[config.mk]
export PLATFORM = sky130hd
export DESIGN_NAME = qenc_speed_meter
export DESIGN_NICKNAME = d
export VERILOG_FILES = /design/src/rtl/qenc_pkg.sv /design/src/rtl/qenc_sync.sv /design/src/rtl/qenc_window_timer.sv /design/src/rtl/qenc_pulse_acc.sv /design/src/rtl/qenc_bus_regs.sv /design/src/rtl/qenc_speed_meter.sv
export SDC_FILE = /design/constraint.sdc
export NUM_CORES = 1
export LEC_CHECK = 0
export BUFFER_PORTS_ARGS = -buffer_cell sky130_fd_sc_hd__buf_2
export CORE_ASPECT_RATIO = 1.2
export CORE_MARGIN = 3
export CORE_UTILIZATION = 59
export CTS_CLUSTER_DIAMETER = 100
export CTS_CLUSTER_SIZE = 40
export DETAILED_ROUTE_END_ITERATION = 10
export PLACE_DENSITY = 0.92
export SKIP_LAST_GASP = 1
export SLEW_MARGIN = 20
export SYNTH_ARGS = -nofsm -noshare
export SYNTH_HDL_FRONTEND = slang
export SYNTH_HIERARCHICAL = 1
export SYNTH_SLANG_ARGS = --single-unit
[constraint.sdc]
create_clock -name clk -period 7.04 [get_ports clk]
set_input_delay 0.352 -clock clk [delete_from_list [all_inputs] [get_ports clk]]
set_output_delay 0.352 -clock clk [all_outputs]
set_load 0.02 [all_outputs]
[src/rtl/qenc_pkg.sv]
package qenc_pkg;

  // Word offsets of the register port; the host software depends on these.
  typedef enum logic [1:0] {
    OFS_SPEED  = 2'd0,
    OFS_WINDOW = 2'd1,
    OFS_RSVD2  = 2'd2,
    OFS_RSVD3  = 2'd3
  } qenc_ofs_e;

  // Quotient of clock rate over one microsecond tick
  localparam int unsigned HZ_PER_MHZ = 1_000_000;

endpackage

[src/rtl/qenc_sync.sv]
// Multi-stage synchronizer for a vector of asynchronous inputs.
module qenc_sync #(
  parameter int WIDTH  = 2,
  parameter int STAGES = 2
) (
  input  logic             clk,
  input  logic             rst,
  input  logic [WIDTH-1:0] async_i,
  output logic [WIDTH-1:0] sync_o
);

  logic [WIDTH-1:0] stage_q [STAGES];

  genvar s;
  generate
    for (s = 0; s < STAGES; s++) begin : g_stage
      always_ff @(posedge clk) begin
        if (rst) begin
          stage_q[s] <= '0;
        end else if (s == 0) begin
          stage_q[s] <= async_i;
        end else begin
          stage_q[s] <= stage_q[(s == 0) ? 0 : s-1];
        end
      end
    end
  endgenerate

  assign sync_o = stage_q[STAGES-1];

endmodule

[src/rtl/qenc_window_timer.sv]
// Free-running interval timer producing one boundary pulse per window.
module qenc_window_timer #(
  parameter int WIN_W = 32
) (
  input  logic             clk,
  input  logic             rst,
  input  logic [WIN_W-1:0] win_len,
  output logic             win_tick,
  output logic [WIN_W-1:0] timer_q
);

  logic [WIN_W-1:0] eff_len;

  // A zero length would never match; treat it as a one-cycle window.
  assign eff_len  = (win_len == '0) ? WIN_W'(1) : win_len;
  assign win_tick = (timer_q >= (eff_len - WIN_W'(1)));

  always_ff @(posedge clk) begin
    if (rst) begin
      timer_q <= '0;
    end else if (win_tick) begin
      timer_q <= '0;
    end else begin
      timer_q <= timer_q + WIN_W'(1);
    end
  end

endmodule

[src/rtl/qenc_pulse_acc.sv]
// Direction-aware saturating pulse counter with boundary latch.
module qenc_pulse_acc #(
  parameter int SPEED_W = 16
) (
  input  logic                      clk,
  input  logic                      rst,
  input  logic                      a_sync,
  input  logic                      b_sync,
  input  logic                      win_tick,
  output logic                      a_rise,
  output logic signed [SPEED_W-1:0] cnt_q,
  output logic signed [SPEED_W-1:0] speed_q
);

  localparam logic signed [SPEED_W-1:0] SMAX = {1'b0, {(SPEED_W-1){1'b1}}};
  localparam logic signed [SPEED_W-1:0] SMIN = {1'b1, {(SPEED_W-1){1'b0}}};
  localparam logic signed [SPEED_W-1:0] ONE  = SPEED_W'(1);

  logic                      a_prev_q;
  logic signed [SPEED_W-1:0] base;
  logic signed [SPEED_W-1:0] cnt_d;

  assign a_rise = a_sync & ~a_prev_q;

  // At a boundary the new window starts from zero, plus any edge of this cycle.
  assign base = win_tick ? '0 : cnt_q;

  always_comb begin
    cnt_d = base;
    if (a_rise) begin
      if (b_sync) begin
        cnt_d = (base == SMIN) ? base : base - ONE;
      end else begin
        cnt_d = (base == SMAX) ? base : base + ONE;
      end
    end
  end

  always_ff @(posedge clk) begin
    if (rst) begin
      a_prev_q <= 1'b0;
      cnt_q    <= '0;
      speed_q  <= '0;
    end else begin
      a_prev_q <= a_sync;
      cnt_q    <= cnt_d;
      if (win_tick) begin
        speed_q <= cnt_q;
      end
    end
  end

endmodule

[src/rtl/qenc_bus_regs.sv]
// Word-addressed register port: speed readback and window length.
module qenc_bus_regs
  import qenc_pkg::*;
#(
  parameter int                ADDR_W  = 2,
  parameter int                DATA_W  = 32,
  parameter int                SPEED_W = 16,
  parameter int                WIN_W   = 32,
  parameter logic [WIN_W-1:0]  WIN_RST = WIN_W'(500000)
) (
  input  logic                      clk,
  input  logic                      rst,
  input  logic [ADDR_W-1:0]         bus_addr,
  input  logic                      bus_wr,
  input  logic [DATA_W-1:0]         bus_wdata,
  input  logic                      bus_rd,
  output logic [DATA_W-1:0]         bus_rdata,
  input  logic signed [SPEED_W-1:0] speed_i,
  output logic [WIN_W-1:0]          win_len
);

  logic [DATA_W-1:0] rd_mux;

  always_comb begin
    unique case (bus_addr)
      OFS_SPEED:  rd_mux = {{(DATA_W-SPEED_W){speed_i[SPEED_W-1]}}, speed_i};
      OFS_WINDOW: rd_mux = DATA_W'(win_len);
      default:    rd_mux = '0;
    endcase
  end

  always_ff @(posedge clk) begin
    if (rst) begin
      win_len   <= WIN_RST;
      bus_rdata <= '0;
    end else begin
      if (bus_wr && (bus_addr == OFS_WINDOW)) begin
        win_len <= bus_wdata[WIN_W-1:0];
      end
      if (bus_rd) begin
        bus_rdata <= rd_mux;
      end
    end
  end

endmodule

[src/rtl/qenc_speed_meter.sv]
// Top: encoder synchronizers, window timer, pulse counter, register port.
module qenc_speed_meter
  import qenc_pkg::*;
#(
  parameter int CLK_HZ    = 50_000_000,
  parameter int WINDOW_US = 10_000,
  parameter int SPEED_W   = 16,
  parameter int WIN_W     = 32,
  parameter int DATA_W    = 32,
  parameter int ADDR_W    = 2,
  parameter int SYNC_N    = 2
) (
  input  logic                      clk,
  input  logic                      rst,
  input  logic                      enc_a,
  input  logic                      enc_b,
  input  logic [ADDR_W-1:0]         bus_addr,
  input  logic                      bus_wr,
  input  logic [DATA_W-1:0]         bus_wdata,
  input  logic                      bus_rd,
  output logic [DATA_W-1:0]         bus_rdata,
  output logic signed [SPEED_W-1:0] speed_o
);

  localparam longint          WIN_CYC = longint'(CLK_HZ) / longint'(HZ_PER_MHZ) * longint'(WINDOW_US);
  localparam logic [WIN_W-1:0] WIN_RST = WIN_W'(WIN_CYC);

  logic [1:0]                enc_sync;
  logic                      win_tick;
  logic [WIN_W-1:0]          timer_q;
  logic [WIN_W-1:0]          win_len;
  logic                      a_rise;
  logic signed [SPEED_W-1:0] pulse_cnt;

  qenc_sync #(.WIDTH(2), .STAGES(SYNC_N)) u_sync (
    .clk     (clk),
    .rst     (rst),
    .async_i ({enc_b, enc_a}),
    .sync_o  (enc_sync)
  );

  qenc_window_timer #(.WIN_W(WIN_W)) u_timer (
    .clk      (clk),
    .rst      (rst),
    .win_len  (win_len),
    .win_tick (win_tick),
    .timer_q  (timer_q)
  );

  qenc_pulse_acc #(.SPEED_W(SPEED_W)) u_acc (
    .clk      (clk),
    .rst      (rst),
    .a_sync   (enc_sync[0]),
    .b_sync   (enc_sync[1]),
    .win_tick (win_tick),
    .a_rise   (a_rise),
    .cnt_q    (pulse_cnt),
    .speed_q  (speed_o)
  );

  qenc_bus_regs #(
    .ADDR_W  (ADDR_W),
    .DATA_W  (DATA_W),
    .SPEED_W (SPEED_W),
    .WIN_W   (WIN_W),
    .WIN_RST (WIN_RST)
  ) u_regs (
    .clk       (clk),
    .rst       (rst),
    .bus_addr  (bus_addr),
    .bus_wr    (bus_wr),
    .bus_wdata (bus_wdata),
    .bus_rd    (bus_rd),
    .bus_rdata (bus_rdata),
    .speed_i   (speed_o),
    .win_len   (win_len)
  );

endmodule

==> implementation parameters, run 1 <==
Parameter                              Value

Status
  Result of the run    completed

Global routing
  Initial antenna violation count    0
  Number of global-route vias before repair    6750
  Largest net degree at the start of global routing    78
  Global-route congestion overflow total    0
  Wire length of the first global-routing pass    32.55 mm
  Total routing usage reported by global routing    29.15%

Clock tree
  Post-CTS setup repair buffer count    0
  TritonCTS sink count    133
  Number of buffers inserted for hold repair after clock tree synthesis    0
  TritonCTS Buffers    17
  Clock tree from TritonCTS    built
  Worst skew pair latency    420 ps
  CTS H-Tree Depth    4
  Clock transition at the registers of the reported paths    60 ps
  Cell chosen for the clock root    sky130_fd_sc_hd__clkbuf_16
  Clock buffer depth    2

Die
  Number of placed I/O pins    88
  Horizontal die dimension    108.7 um
  Total number of placement rows    44
  Starting density of the core    61.13%
  Height of the chip    129.3 um
  Core region area    12220 um2
  Total Die Area    14050 um2

STA
  Setup TNS after final layout    0 ps
  Layout Skew    9.695 ps
  Final Max Tran Viols    0
  Worst slew margin relative to its limit    35.24%
  Unrepaired setup endpoints after global routing    no
  Number of setup violations in the final report    0
  Final period demand of the worst path    6719 ps
  Max Clk Rate    148.8 MHz
  Number of hold-slack violations in the final timing report    0
  Slew of the pin with the lowest slew margin    965.7 ps
  Portion of the clock cycle consumed by the worst path in the final layout    95.44%

Critical path
  Category of the worst setup path capture point    flip-flop
  Highest net fanout along the worst path    17
  Endpoint required time on the critical path    7340 ps
  Type of origin of the critical path    flip-flop
  Critical path class    reg2reg
  Worst Path Arrival    7020 ps

Route
  Remaining antenna violation count    0
  Detail-routed net length per standard cell    17.83 um
  Vias post-DR    6969
  Aggregate routed wire length    20.04 mm
  Number of remaining DRC errors    0
  Drt pass-1 iters    6
  Via-per-instance ratio    6.200
  Initial DRC count    670

Power
  LEAKAGE    3.368 nW
  Worst-case vdd ir drop    164.4 uV
  Power per unit of standard cell area    214.2 nW/um2

Synthesis
  Share of synthesized area occupied by flip-flops and latches    35.64%
  Post-synthesis simple-gate area fraction    29.04%
  Fraction of the mapped netlist area in compound gates    12.69%
  Largest family of logic cells by synthesized area    simple AND/OR/NAND/NOR gates
  Flip-flop cell with the highest count after synthesis    sky130_fd_sc_hd__dfxtp_1
  XOR/XNOR Fraction of Synth Area    6.565%
  Number of enable-type register cells in the synthesized netlist    0
  Async set or reset register ratio after synthesis    0%
  Distinct cells, synth    72
  Synth Net Count    970
  Average cell area after synthesis    8.366 um2
  Synthesis warning total    6
  Portion of netlist area occupied by mux cells    5.275%
  Post-Synthesis Cell Area    7471 um2
  Adder and majority gate portion of the synthesized area    6.197%
  Number of cells produced by synthesis    893
  Register bit count reported by yosys    133

Final layout
  Final cell utilization of the core    68.81%
  Total of fill cells in the finished design    922
  Number of nets in the layout    1027
  Antenna cell count    0
  Area delta synth->final    12.56%
  Fraction of final layout cells with drive strength greater than 1    17.55%

Placed design
  Detailed placer's ending HPWL    13.62 mm
  Number of buffers inserted by port buffering    87
  RePlAce Congestion    0.9435

Run
  Count of maximum capacitance violations    0

Worst hold path
  Kind of path behind the tightest hold check    in2reg
[worst paths after layout]
| kind | from | end | slack, ps | cells after the start |
|---|---|---|---|---|
| max reg2reg | u_regs/win_len[25] | u_acc/cnt_q[15] | 320 | 26 |
| min reg2reg | u_sync/stage_q[0][0] | u_sync/stage_q[1][0] | 460 | 1 |
| min | bus_wdata[17] | u_regs/win_len[17] | 150 | 3 |
| max | u_regs/win_len[25] | u_acc/cnt_q[15] | 320 | 26 |
[cell usage after synthesis, types with 5 or more instances]
cell type                  count  area share (%)
sky130_fd_sc_hd__mux2i_1      18             2.4
sky130_fd_sc_hd__or3_1         5            0.42
sky130_fd_sc_hd__a211oi_2     10             1.7
sky130_fd_sc_hd__nand4_1      16             1.3
sky130_fd_sc_hd__nor2b_1      26             2.2
sky130_fd_sc_hd__nand3_1      27             1.8
sky130_fd_sc_hd__buf_2        19             1.3
sky130_fd_sc_hd__o21ai_0      10            0.67
sky130_fd_sc_hd__nor3_1       24             1.6
sky130_fd_sc_hd__and2_1        7            0.59
sky130_fd_sc_hd__a211oi_1     12             1.2
sky130_fd_sc_hd__mux2_2       15             2.3
sky130_fd_sc_hd__a21oi_1      66             4.4
sky130_fd_sc_hd__nand3b_1     11             1.1
sky130_fd_sc_hd__nand2_1     122             6.1
sky130_fd_sc_hd__dfxtp_1     133              36
sky130_fd_sc_hd__buf_6         9             1.4
sky130_fd_sc_hd__nor4_1       14             1.2
sky130_fd_sc_hd__or4_1         5            0.50
sky130_fd_sc_hd__and4_1        8            0.94
sky130_fd_sc_hd__xnor2_1      28             3.3
sky130_fd_sc_hd__clkbuf_1     22             1.1
sky130_fd_sc_hd__nor2_1      115             5.8
sky130_fd_sc_hd__inv_1        12            0.60
sky130_fd_sc_hd__and3_1        8            0.67
sky130_fd_sc_hd__a211o_1       5            0.59
sky130_fd_sc_hd__xor2_1       28             3.3
sky130_fd_sc_hd__ha_1         37             6.2
[stage by stage]
stage / power, mW / cell area (um2) / worst slack (ps) / hold slack, ps / cells
2_1_floorplan: 0.9284 / 7471 / 1148 / 413.8 / 893
3_3_place_gp: 0.9699 / 7846 / 850.8 / 437.8 / 1092
3_5_place_dp: 0.9743 / 7846 / 606.4 / 429.9 / 1092
4_1_cts: 1.809 / 8402 / 452.9 / 137.3 / 1124
5_1_grt: 1.868 / 8409 / 4.135 / 143.0 / 1124
6_report: 1.801 / 8409 / 320.8 / 149.2 / 1124
[cells by family (layout without fill, tap and decap cells)]
family / Yosys count / count (layout)
flops: 133 / 133
mux: 37 / 37
simple gates: 424 / 424
buf+inv: 65 / 135
compound gates: 141 / 141
fa+ha+maj: 37 / 37
xor+xnor: 56 / 56
[layer usage]
metal  GRT usage [%]  vias up  share of wire [%]
li1                -     3262                  -
met1           33.86     3262                 39
met2           49.15      359                 50
met3           7.125       86                7.3
met4           16.05        0                4.4
met5               0        -                  0
[cell usage in the layout (no fill, tap or decap), drive strengths merged, types with 19 or more instances in the layout]
| cell type | n |
|---|---|
| dfxtp | 133 |
| xor2 | 28 |
| a21oi | 66 |
| nor2 | 115 |
| a211oi | 22 |
| nand2 | 122 |
| clkbuf | 19 |
| buf | 91 |
| nor3 | 26 |
| xnor2 | 28 |
| mux2 | 19 |
| nor2b | 26 |
| nand3 | 28 |
| ha | 37 |
[registers in the layout, summed over array words and instances, names as in the netlist]
name              flops
u_acc/speed_q        16
u_acc/a_prev_q        1
u_regs/win_len       32
u_acc/cnt_q          16
u_sync/stage_q        4
u_timer/timer_q      32
u_regs/bus_rdata     32
[worst max-delay path, stage by stage (launching register included)]
cell	delay, ps
sky130_fd_sc_hd__dfxtp_1	370
sky130_fd_sc_hd__or4_1	620
sky130_fd_sc_hd__nor4_1	200
sky130_fd_sc_hd__nand4_1	230
sky130_fd_sc_hd__nor2_1	250
sky130_fd_sc_hd__nor2_1	100
sky130_fd_sc_hd__ha_1	230
sky130_fd_sc_hd__and3_1	210
sky130_fd_sc_hd__nand3_1	200
sky130_fd_sc_hd__nor4_2	90
sky130_fd_sc_hd__and2b_1	190
sky130_fd_sc_hd__xnor2_1	130
sky130_fd_sc_hd__ha_1	300
sky130_fd_sc_hd__nand4_1	120
sky130_fd_sc_hd__nor4_1	480
sky130_fd_sc_hd__nand2_1	160
sky130_fd_sc_hd__or2_2	330
sky130_fd_sc_hd__nand4b_1	140
sky130_fd_sc_hd__inv_1	300
sky130_fd_sc_hd__nand2_1	230
sky130_fd_sc_hd__inv_1	110
sky130_fd_sc_hd__ha_1	220
sky130_fd_sc_hd__nand3b_1	190
sky130_fd_sc_hd__nor4_1	120
sky130_fd_sc_hd__or4_1	520
sky130_fd_sc_hd__a22oi_1	220
sky130_fd_sc_hd__mux2_1	340
[cell type report]
class                           count  area (um2)  area share (%)
Inverter                           12       45.04          0.5356
Clock inverter                     13       122.6           1.458
Timing Repair Buffer               91       467.9           5.565
Sequential cell                   133        2663           31.66
Clock buffer                       19       432.9           5.148
Tap cell                          161       201.4           2.395
Multi-Input combinational cell    695        4477           53.24
[where the power goes]
part	internal (mW)	switching [mW]
Clock	0.489	0.346
Sequential	0.772	0.0250
Combinational	0.0647	0.105
[repair_timing]
action,CTS,global route
endpoints found under the hold margin,0,0
setup endpoints to repair,0,4
resized for setup,0,2
No activity file was read; power rests on OpenSTA's default activity.
==> run 2: changes to the inputs <==
Settings changed: ABC_AREA set to 1, CORE_UTILIZATION 59 to 60.
==> run 2 against run 1 <==
  * Largest cell class unchanged
  * Area after synthesis rose by 17%
  * Sequential power rose by 1%
  * Combinational power rose by 40%
  * First-iteration DRC count fell by 1.5%
==> implementation parameters, run 2 <==
Parameter                              Value

Critical path
  Worst Path Arrival    5780 ps (was 7020 ps)
  CP bufs+invs    6 (was 2)
  Setup slack, reg-to-reg    1610 ps (was 320 ps)
  R2r startpoint    u_regs/win_len[16] (was u_regs/win_len[25])
  Origin of the worst setup path    u_regs/win_len[16] (was u_regs/win_len[25])
  Number of cells on the worst reg-to-reg path    36 (was 26)
  Highest net fanout along the worst path    34 (was 17)
  Type of origin of the critical path    flip-flop (unchanged)
  Slowest library cell on the worst path    sky130_fd_sc_hd__dfxtp_1 (was sky130_fd_sc_hd__or4_1)
  Endpoint required time on the critical path    7400 ps (was 7340 ps)
  Category of the worst setup path capture point    flip-flop (unchanged)
  Delay of the slowest critical-path stage    470 ps (was 620 ps)
  Kind of cell adding the most delay to the critical path    simple AND/OR/NAND/NOR gates (unchanged)
  Cell mode on critical path    sky130_fd_sc_hd__nand2_1
  Critical path class    reg2reg (unchanged)
  Reg2reg end    u_acc/cnt_q[5] (was u_acc/cnt_q[15])

Route
  Highest signal layer in the routed design    met4 (unchanged)
  Detail-routed net length per standard cell    15.46 um (was 17.83 um)
  Remaining antenna violation count    0 (unchanged)
  Initial DRC count    660 (was 670)
  Number of remaining DRC errors    0 (unchanged)
  Aggregate routed wire length    25.05 mm (was 20.04 mm)
  Wire length on met3    1.380 mm (was 1.457 mm)
  Drt pass-1 iters    8 (was 6)
  M1 wire length    9.765 mm (was 7.753 mm)
  Vias post-DR    8917 (was 6969)
  Via-per-instance ratio    5.504 (was 6.200)
  Sum of met2 wire segment lengths after detailed routing    12.78 mm (was 9.942 mm)

Worst hold path
  Hold-critical path depth    3 (unchanged)
  Worst hold path startpoint    bus_wdata[15] (was bus_wdata[17])
  Capture endpoint of the worst hold path    u_regs/win_len[15] (was u_regs/win_len[17])
  Kind of path behind the tightest hold check    in2reg (unchanged)

Synthesis
  Average cell area after synthesis    6.365 um2 (was 8.366 um2)
  Synth Net Count    1450 (was 970)
  Share of the synthesized area in the top cell type    30.47% (was 35.64%)
  Top cells by area in the synthesized netlist    sky130_fd_sc_hd__dfxtp_1 (30%), sky130_fd_sc_hd__nand2_1 (14%), sky130_fd_sc_hd__nor2_1 (12%) (was sky130_fd_sc_hd__dfxtp_1 (36%), sky130_fd_sc_hd__ha_1 (6.2%), sky130_fd_sc_hd__nand2_1 (6.1%))
  Most instantiated library cell after synthesis    sky130_fd_sc_hd__nand2_1 (was sky130_fd_sc_hd__dfxtp_1)
  Distinct cells, synth    42 (was 72)
  Library cell occupying the most area in the post-synthesis netlist    sky130_fd_sc_hd__dfxtp_1 (unchanged)
  Async set or reset register ratio after synthesis    0% (unchanged)
  Number of cells produced by synthesis    1373 (was 893)
  Synthesis warning total    6 (unchanged)
  Register bit count reported by yosys    133 (unchanged)
  Top cells by count, synth    sky130_fd_sc_hd__nand2_1 (329), sky130_fd_sc_hd__nor2_1 (282), sky130_fd_sc_hd__inv_1 (169) (was sky130_fd_sc_hd__dfxtp_1 (133), sky130_fd_sc_hd__nand2_1 (122), sky130_fd_sc_hd__nor2_1 (115))
  Number of enable-type register cells in the synthesized netlist    0 (unchanged)
  Post-Synthesis Cell Area    8740 um2 (was 7471 um2)
  Share of synthesized area occupied by flip-flops and latches    30.47% (was 35.64%)
  Flip-flop cell with the highest count after synthesis    sky130_fd_sc_hd__dfxtp_1 (unchanged)

Global routing
  Number of global-route vias before repair    8474 (was 6750)
  Largest net degree at the start of global routing    65 (was 78)
  Total routing usage reported by global routing    31.60% (was 29.15%)
  Wire length of the first global-routing pass    40.39 mm (was 32.55 mm)
  Global-route congestion overflow total    0 (unchanged)
  Initial antenna violation count    0 (unchanged)

Final layout
  Area delta synth->final    11.50% (was 12.56%)
  Total of fill cells in the finished design    1186 (was 922)
  Number of cells in the finished layout apart from fillers    1620 (was 1124)
  Combined area of the multi-input logic cells    5136 um2 (was 4477 um2)
  Number of nets in the layout    1513 (was 1027)
  Commonest cells after routing, fill and taps aside    sky130_fd_sc_hd__nand2_1 (329), sky130_fd_sc_hd__nor2_1 (282), sky130_fd_sc_hd__inv_1 (169) (was sky130_fd_sc_hd__dfxtp_1 (133), sky130_fd_sc_hd__nand2_1 (122), sky130_fd_sc_hd__nor2_1 (115))
  Largest registers    u_regs/bus_rdata: 32 flops, u_regs/win_len: 32 flops, u_timer/timer_q: 32 flops (unchanged)
  Most common cell after layout, fill and taps aside    sky130_fd_sc_hd__nand2_1 (was sky130_fd_sc_hd__dfxtp_1)
  Antenna cell count    0 (unchanged)
  Fraction of final layout cells with drive strength greater than 1    13.04% (was 17.55%)
  Cell area after layout    9744 um2 (was 8409 um2)
  Sequential cell area    2663 um2 (unchanged)

Power
  Part of the power in combinational logic    12.3% (was 9.4%)
  Worst-case vdd ir drop    160.0 uV (was 164.4 uV)
  Power per unit of standard cell area    198.7 nW/um2 (was 214.2 nW/um2)
  Part of the power in the clock network    46.2% (was 46.4%)
  Cell Int Power    1.336 mW (was 1.326 mW)
  LEAKAGE    4.914 nW (was 3.368 nW)
  Sw Share    30.98% (was 26.40%)
  Switching pwr    0.5999 mW (was 0.4755 mW)
  Register share of total power    41.6% (was 44.2%)

STA
  Unrepaired setup endpoints after global routing    no (unchanged)
  Portion of the clock cycle consumed by the worst path in the final layout    77.10% (was 95.44%)
  Layout Skew    10.65 ps (was 9.695 ps)
  Worst slew margin relative to its limit    26.72% (was 35.24%)
  Least setup slack across all paths after layout    1612 ps (was 320.8 ps)
  Final period demand of the worst path    5428 ps (was 6719 ps)
  Slew of the pin with the lowest slew margin    1099 ps (was 965.7 ps)
  Number of hold-slack violations in the final timing report    0 (unchanged)
  Number of setup violations in the final report    0 (unchanged)
  Setup TNS after final layout    0 ps (unchanged)
  Final Max Tran Viols    0 (unchanged)
  Max Clk Rate    184.2 MHz (was 148.8 MHz)

Placed design
  Placed insts    1588 (was 1092)
  RePlAce Congestion    1.011 (was 0.9435)
  Number of buffers inserted by port buffering    87 (unchanged)
  Instance area at placement    9135 um2 (was 7846 um2)
  Detailed placer's ending HPWL    18.65 mm (was 13.62 mm)
  Pre-CTS setup slack    1749 ps (was 606.4 ps)

Clock tree
  TritonCTS Buffers    17 (unchanged)
  Post-CTS setup repair buffer count    0 (unchanged)
  Clock transition at the registers of the reported paths    70 ps (was 60 ps)
  Clock buffer depth    2 (unchanged)
  Cell chosen for the clock root    sky130_fd_sc_hd__clkbuf_16 (unchanged)
  CTS-repair resized insts    0 (unchanged)
  TritonCTS sink count    133 (unchanged)
  Number of buffers inserted for hold repair after clock tree synthesis    0 (unchanged)
  Worst skew pair latency    440 ps (was 420 ps)
  Clock tree from TritonCTS    built (unchanged)
  CTS H-Tree Depth    4 (unchanged)

Run
  Count of maximum capacitance violations    0 (unchanged)

Status
  Result of the run    completed (unchanged)

Die
  Core region area    14050 um2 (was 12220 um2)
  Horizontal die dimension    116.2 um (was 108.7 um)
  Total number of placement rows    47 (was 44)
  Height of the chip    138.2 um (was 129.3 um)
  Starting density of the core    62.18% (was 61.13%)
  Total Die Area    16060 um2 (was 14050 um2)
  Number of placed I/O pins    88 (unchanged)
## run 2: changes by cell type after synthesis, sizes merged, moves of 19 or more
cell	delta
nand3	+116
a211oi	-22
mux2	-19
nor2b	-26
inv	+164
nand2	+227
o21ai	+19
a21oi	-28
nor2	+186
## run 2: through the flow
step | utilization [%] | hold WS [ps] | total power [mW]
2_1_floorplan | - | 388.3 | 0.9860
3_5_place_dp | 65.00 | 411.0 | 1.053
3_3_place_gp | 65.00 | 392.5 | 1.049
4_1_cts | 69.28 | 106.8 | 1.944
6_report | 69.33 | 113.5 | 1.936
5_1_grt | 69.33 | 118.0 | 2.011
## run 2: kinds of logic after synthesis
family	share of synthesized area (%)
flops	30.47
compound gates	4.624
buf+inv	10.85
xor+xnor	5.512
fa+ha+maj	5.297
simple gates	43.25
## run 2: power groups by stage
stage | combinational (mW) | clock [mW] | sequential [mW]
6_report | 0.237 | 0.894 | 0.805
5_1_grt | 0.266 | 0.938 | 0.807
4_1_cts | 0.235 | 0.905 | 0.804
3_5_place_dp | 0.232 | 0 | 0.821
3_3_place_gp | 0.229 | 0 | 0.820
2_1_floorplan | 0.163 | 0 | 0.823
## run 2: how the worst max path moves through the flow
| stage | endpoint | cells past startpoint |
|---|---|---|
| final | u_acc/cnt_q[5] | 36 |
| after global routing | u_acc/cnt_q[10] | 36 |
| after CTS | u_acc/cnt_q[5] | 36 |
| after detailed placement | u_acc/cnt_q[10] | 36 |
| after global placement | u_acc/cnt_q[10] | 35 |
| after floorplan | u_acc/cnt_q[14] | 34 |
## run 2: area by class of cell
| cell class | instances | area share [%] |
|---|---|---|
| sequential | 133 | 27.32 |
| inverter | 177 | 6.895 |
| timing repair buffer | 90 | 4.700 |
| tap | 171 | 2.196 |
| clock inverter | 15 | 1.810 |
| multi-input combinational | 1017 | 52.71 |
| clock buffer | 17 | 4.366 |
## run 2: worst register-to-register path, delay by kind of cell (launching register included)
| family | cells | cell delay, ps |
|---|---|---|
| flip-flops | 1 | 470 |
| adder cells (fa/ha/maj) | 3 | 770 |
| AND/OR/NAND/NOR | 25 | 2880 |
| buffers and inverters | 6 | 860 |
| XOR/XNOR | 1 | 200 |
| AO/OA/AOI/OAI | 1 | 170 |
## run 2: per-layer routing
layer  vias to the layer above  global-route usage [%]
met5                         -                       0
met3                        85                   5.157
met4                         0                   16.07
met1                      4052                   35.64
met2                       348                   56.20
li1                       4432                       -
==> run 3: changes to the inputs <==
Settings changed: ABC_AREA 1 to 0, CORE_UTILIZATION 60 to 59.
Clock period 7.04 ns to 5.1 ns, I/O delays scaled along.
==> run 3 against run 2 <==
  * The flow now finishes with violations (setup timing)
  * Die area shrank 12%
  * Wire length rose by 12%
  * Register-to-register slack lost 2200 ps
  * Clock skew rose by 3.8 ps
  * Cell count decreased by 24%
  * First-iteration DRC count rose by 63%
  * Clock-buffer cell count increased by 2
  * Global-route usage increased by 6.2 points
==> implementation parameters, run 3 (synthesis gave the netlist of run 1 again) <==
Parameter                              Value

Placed design
  Detailed placer's ending HPWL    15.82 mm (was 18.65 mm)
  RePlAce Congestion    0.9773 (was 1.011)
  Placed insts    1174 (was 1588)
  Pre-CTS setup slack    -417.2 ps (was 1749 ps)
  Number of buffers inserted by port buffering    87 (unchanged)

Final layout
  Commonest cells after routing, fill and taps aside    sky130_fd_sc_hd__dfxtp_1 (131), sky130_fd_sc_hd__nand2_1 (116), sky130_fd_sc_hd__nor2_1 (113) (was sky130_fd_sc_hd__nand2_1 (329), sky130_fd_sc_hd__nor2_1 (282), sky130_fd_sc_hd__inv_1 (169))
  Antenna cell count    0 (unchanged)
  Most common cell after layout, fill and taps aside    sky130_fd_sc_hd__dfxtp_1 (was sky130_fd_sc_hd__nand2_1)
  Number of cells in the finished layout apart from fillers    1229 (was 1620)
  Number of nets in the layout    1132 (was 1513)
  Largest registers    u_regs/bus_rdata: 32 flops, u_regs/win_len: 32 flops, u_timer/timer_q: 32 flops (unchanged)
  Fraction of final layout cells with drive strength greater than 1    30.34% (was 13.04%)
  Area delta synth->final    27.62% (was 11.50%)
  Total of fill cells in the finished design    681 (was 1186)

Route
  M1 wire length    9.269 mm (was 9.765 mm)
  Number of remaining DRC errors    0 (unchanged)
  Highest signal layer in the routed design    met4 (unchanged)
  Detail-routed net length per standard cell    22.78 um (was 15.46 um)
  Drt pass-1 iters    7 (was 8)
  Remaining antenna violation count    0 (unchanged)
  Vias post-DR    8236 (was 8917)
  Wire length on met3    2.761 mm (was 1.380 mm)
  Via-per-instance ratio    6.701 (was 5.504)
  Aggregate routed wire length    28.00 mm (was 25.05 mm)
  Initial DRC count    1075 (was 660)
  Sum of met2 wire segment lengths after detailed routing    13.20 mm (was 12.78 mm)

Critical path
  Type of origin of the critical path    flip-flop (unchanged)
  Highest net fanout along the worst path    14 (was 34)
  R2r startpoint    u_regs/win_len[28] (was u_regs/win_len[16])
  Category of the worst setup path capture point    flip-flop (unchanged)
  Delay of the slowest critical-path stage    550 ps (was 470 ps)
  Worst Path Arrival    5990 ps (was 5780 ps)
  Reg2reg end    u_acc/cnt_q[14] (was u_acc/cnt_q[5])
  Setup slack, reg-to-reg    -560 ps (was 1610 ps)
  Critical path class    reg2reg (unchanged)
  Slowest library cell on the worst path    sky130_fd_sc_hd__or4_4 (was sky130_fd_sc_hd__dfxtp_1)
  Origin of the worst setup path    u_regs/win_len[28] (was u_regs/win_len[16])
  Cell mode on critical path    sky130_fd_sc_hd__buf_4 (was sky130_fd_sc_hd__nand2_1)
  Endpoint required time on the critical path    5430 ps (was 7400 ps)
  Number of cells on the worst reg-to-reg path    25 (was 36)

STA
  Max Clk Rate    176.7 MHz (was 184.2 MHz)
  Layout Skew    14.48 ps (was 10.65 ps)
  Least setup slack across all paths after layout    -559.8 ps (was 1612 ps)
  Number of setup violations in the final report    16 (was 0)
  Final Max Tran Viols    0 (unchanged)
  Slew of the pin with the lowest slew margin    1011 ps (was 1099 ps)
  Number of hold-slack violations in the final timing report    0 (unchanged)
  Portion of the clock cycle consumed by the worst path in the final layout    111.0% (was 77.10%)
  Worst slew margin relative to its limit    32.18% (was 26.72%)
  Setup TNS after final layout    -7556 ps (was 0 ps)
  Final period demand of the worst path    5660 ps (was 5428 ps)
  Unrepaired setup endpoints after global routing    yes (was no)

Worst hold path
  Worst hold path startpoint    enc_b (was bus_wdata[15])
  Hold-critical path depth    2 (was 3)
  Kind of path behind the tightest hold check    in2reg (unchanged)
  Capture endpoint of the worst hold path    u_sync/stage_q[0][1] (was u_regs/win_len[15])

Global routing
  Global-route congestion overflow total    0 (unchanged)
  Initial antenna violation count    0 (unchanged)
  Total routing usage reported by global routing    37.80% (was 31.60%)
  Wire length of the first global-routing pass    41.06 mm (was 40.39 mm)
  Number of global-route vias before repair    8180 (was 8474)
  Largest net degree at the start of global routing    88 (was 65)

Die
  Horizontal die dimension    108.7 um (was 116.2 um)
  Height of the chip    129.3 um (was 138.2 um)
  Core region area    12220 um2 (was 14050 um2)
  Starting density of the core    61.13% (was 62.18%)
  Total number of placement rows    44 (was 47)
  Total Die Area    14050 um2 (was 16060 um2)
  Number of placed I/O pins    88 (unchanged)

Clock tree
  TritonCTS sink count    133 (unchanged)
  Worst skew pair latency    440 ps (about the same)
  CTS H-Tree Depth    4 (unchanged)
  Number of buffers inserted for hold repair after clock tree synthesis    0 (unchanged)
  Clock transition at the registers of the reported paths    70 ps (about the same)
  Clock buffer depth    2 (unchanged)
  Clock tree from TritonCTS    built (unchanged)
  Cell chosen for the clock root    sky130_fd_sc_hd__clkbuf_16 (unchanged)
  TritonCTS Buffers    17 (unchanged)

Status
  Result of the run    finished with violations (was completed)
  Failing checks    setup timing

Run
  Count of maximum capacitance violations    0 (unchanged)

Power
  Worst-case vdd ir drop    341.9 uV (was 160.0 uV)
  Power per unit of standard cell area    280.3 nW/um2 (was 198.7 nW/um2)
  LEAKAGE    3.931 nW (was 4.914 nW)
[run 3: changes by cell type in the layout (fill, tap and decap cells not counted), moves of 13 or more]
cell,before,now
sky130_fd_sc_hd__a211oi_2,0,13
sky130_fd_sc_hd__a21oi_1,36,60
sky130_fd_sc_hd__buf_4,3,108
sky130_fd_sc_hd__inv_1,169,9
sky130_fd_sc_hd__mux2_2,0,15
sky130_fd_sc_hd__mux2i_1,0,18
sky130_fd_sc_hd__nand2_1,329,116
sky130_fd_sc_hd__nand3_1,132,26
sky130_fd_sc_hd__nor2_1,282,113
sky130_fd_sc_hd__nor2b_1,0,25
sky130_fd_sc_hd__o21ai_0,30,6
[run 3: critical path: cells and delay by family (launching register included)]
family | cells | cell delay (ps)
adder cells (fa/ha/maj) | 2 | 490
AND/OR/NAND/NOR | 15 | 2840
multiplexers | 1 | 320
XOR/XNOR | 1 | 200
AO/OA/AOI/OAI | 2 | 510
buffers and inverters | 4 | 840
flip-flops | 1 | 320
[run 3: layer usage]
layer  track usage, %  vias up
met5                0        -
met4            30.46        0
met3            11.21      297
met2            64.35      732
met1            38.07     3737
li1                 -     3470
[run 3: how the worst max path moves through the flow]
stage	end	slack (ps)	depth (start not counted)
after global routing	u_acc/cnt_q[3]	-760	26
after global placement	u_acc/cnt_q[6]	-260	29
after detailed placement	u_acc/cnt_q[9]	-420	27
final	u_acc/cnt_q[14]	-560	25
after floorplan	u_acc/cnt_q[15]	-300	28
after CTS	u_acc/cnt_q[5]	-290	28
[run 3: cell type report]
type / count / area (um2) / area share [%]
Tap cell: 161 / 201.4 / 2.113
Inverter: 12 / 48.80 / 0.5118
Sequential cell: 133 / 2665 / 27.95
Clock inverter: 13 / 141.4 / 1.483
Multi-Input combinational cell: 696 / 4782 / 50.16
Timing Repair Buffer: 195 / 1252 / 13.14
Clock buffer: 19 / 442.9 / 4.646
[run 3: timing repair]
| item | CTS | global route |
|---|---|---|
| resized for setup | 30 | 16 |
| pin swaps | 35 | 11 |
| gates cloned | 0 | 1 |
| endpoints found under the setup margin | 16 | 26 |
| setup buffers | 17 | 7 |
[run 3: report_power, final]
part           switching (mW)  internal, mW
sequential             0.0281          1.06
clock                   0.535         0.698
combinational           0.204         0.142
total                   0.767          1.91
[run 3: stage by stage]
stage	hold WS [ps]	area [um2]	power, mW	util (%)
after floorplan	326.6	7577	1.289	-
after global placement	432.9	8547	1.386	69.93
after detailed placement	445.1	8554	1.395	69.99
after CTS	39.46	9402	2.622	76.92
after global routing	45.46	9534	2.737	78.01
final	39.34	9534	2.672	78.01
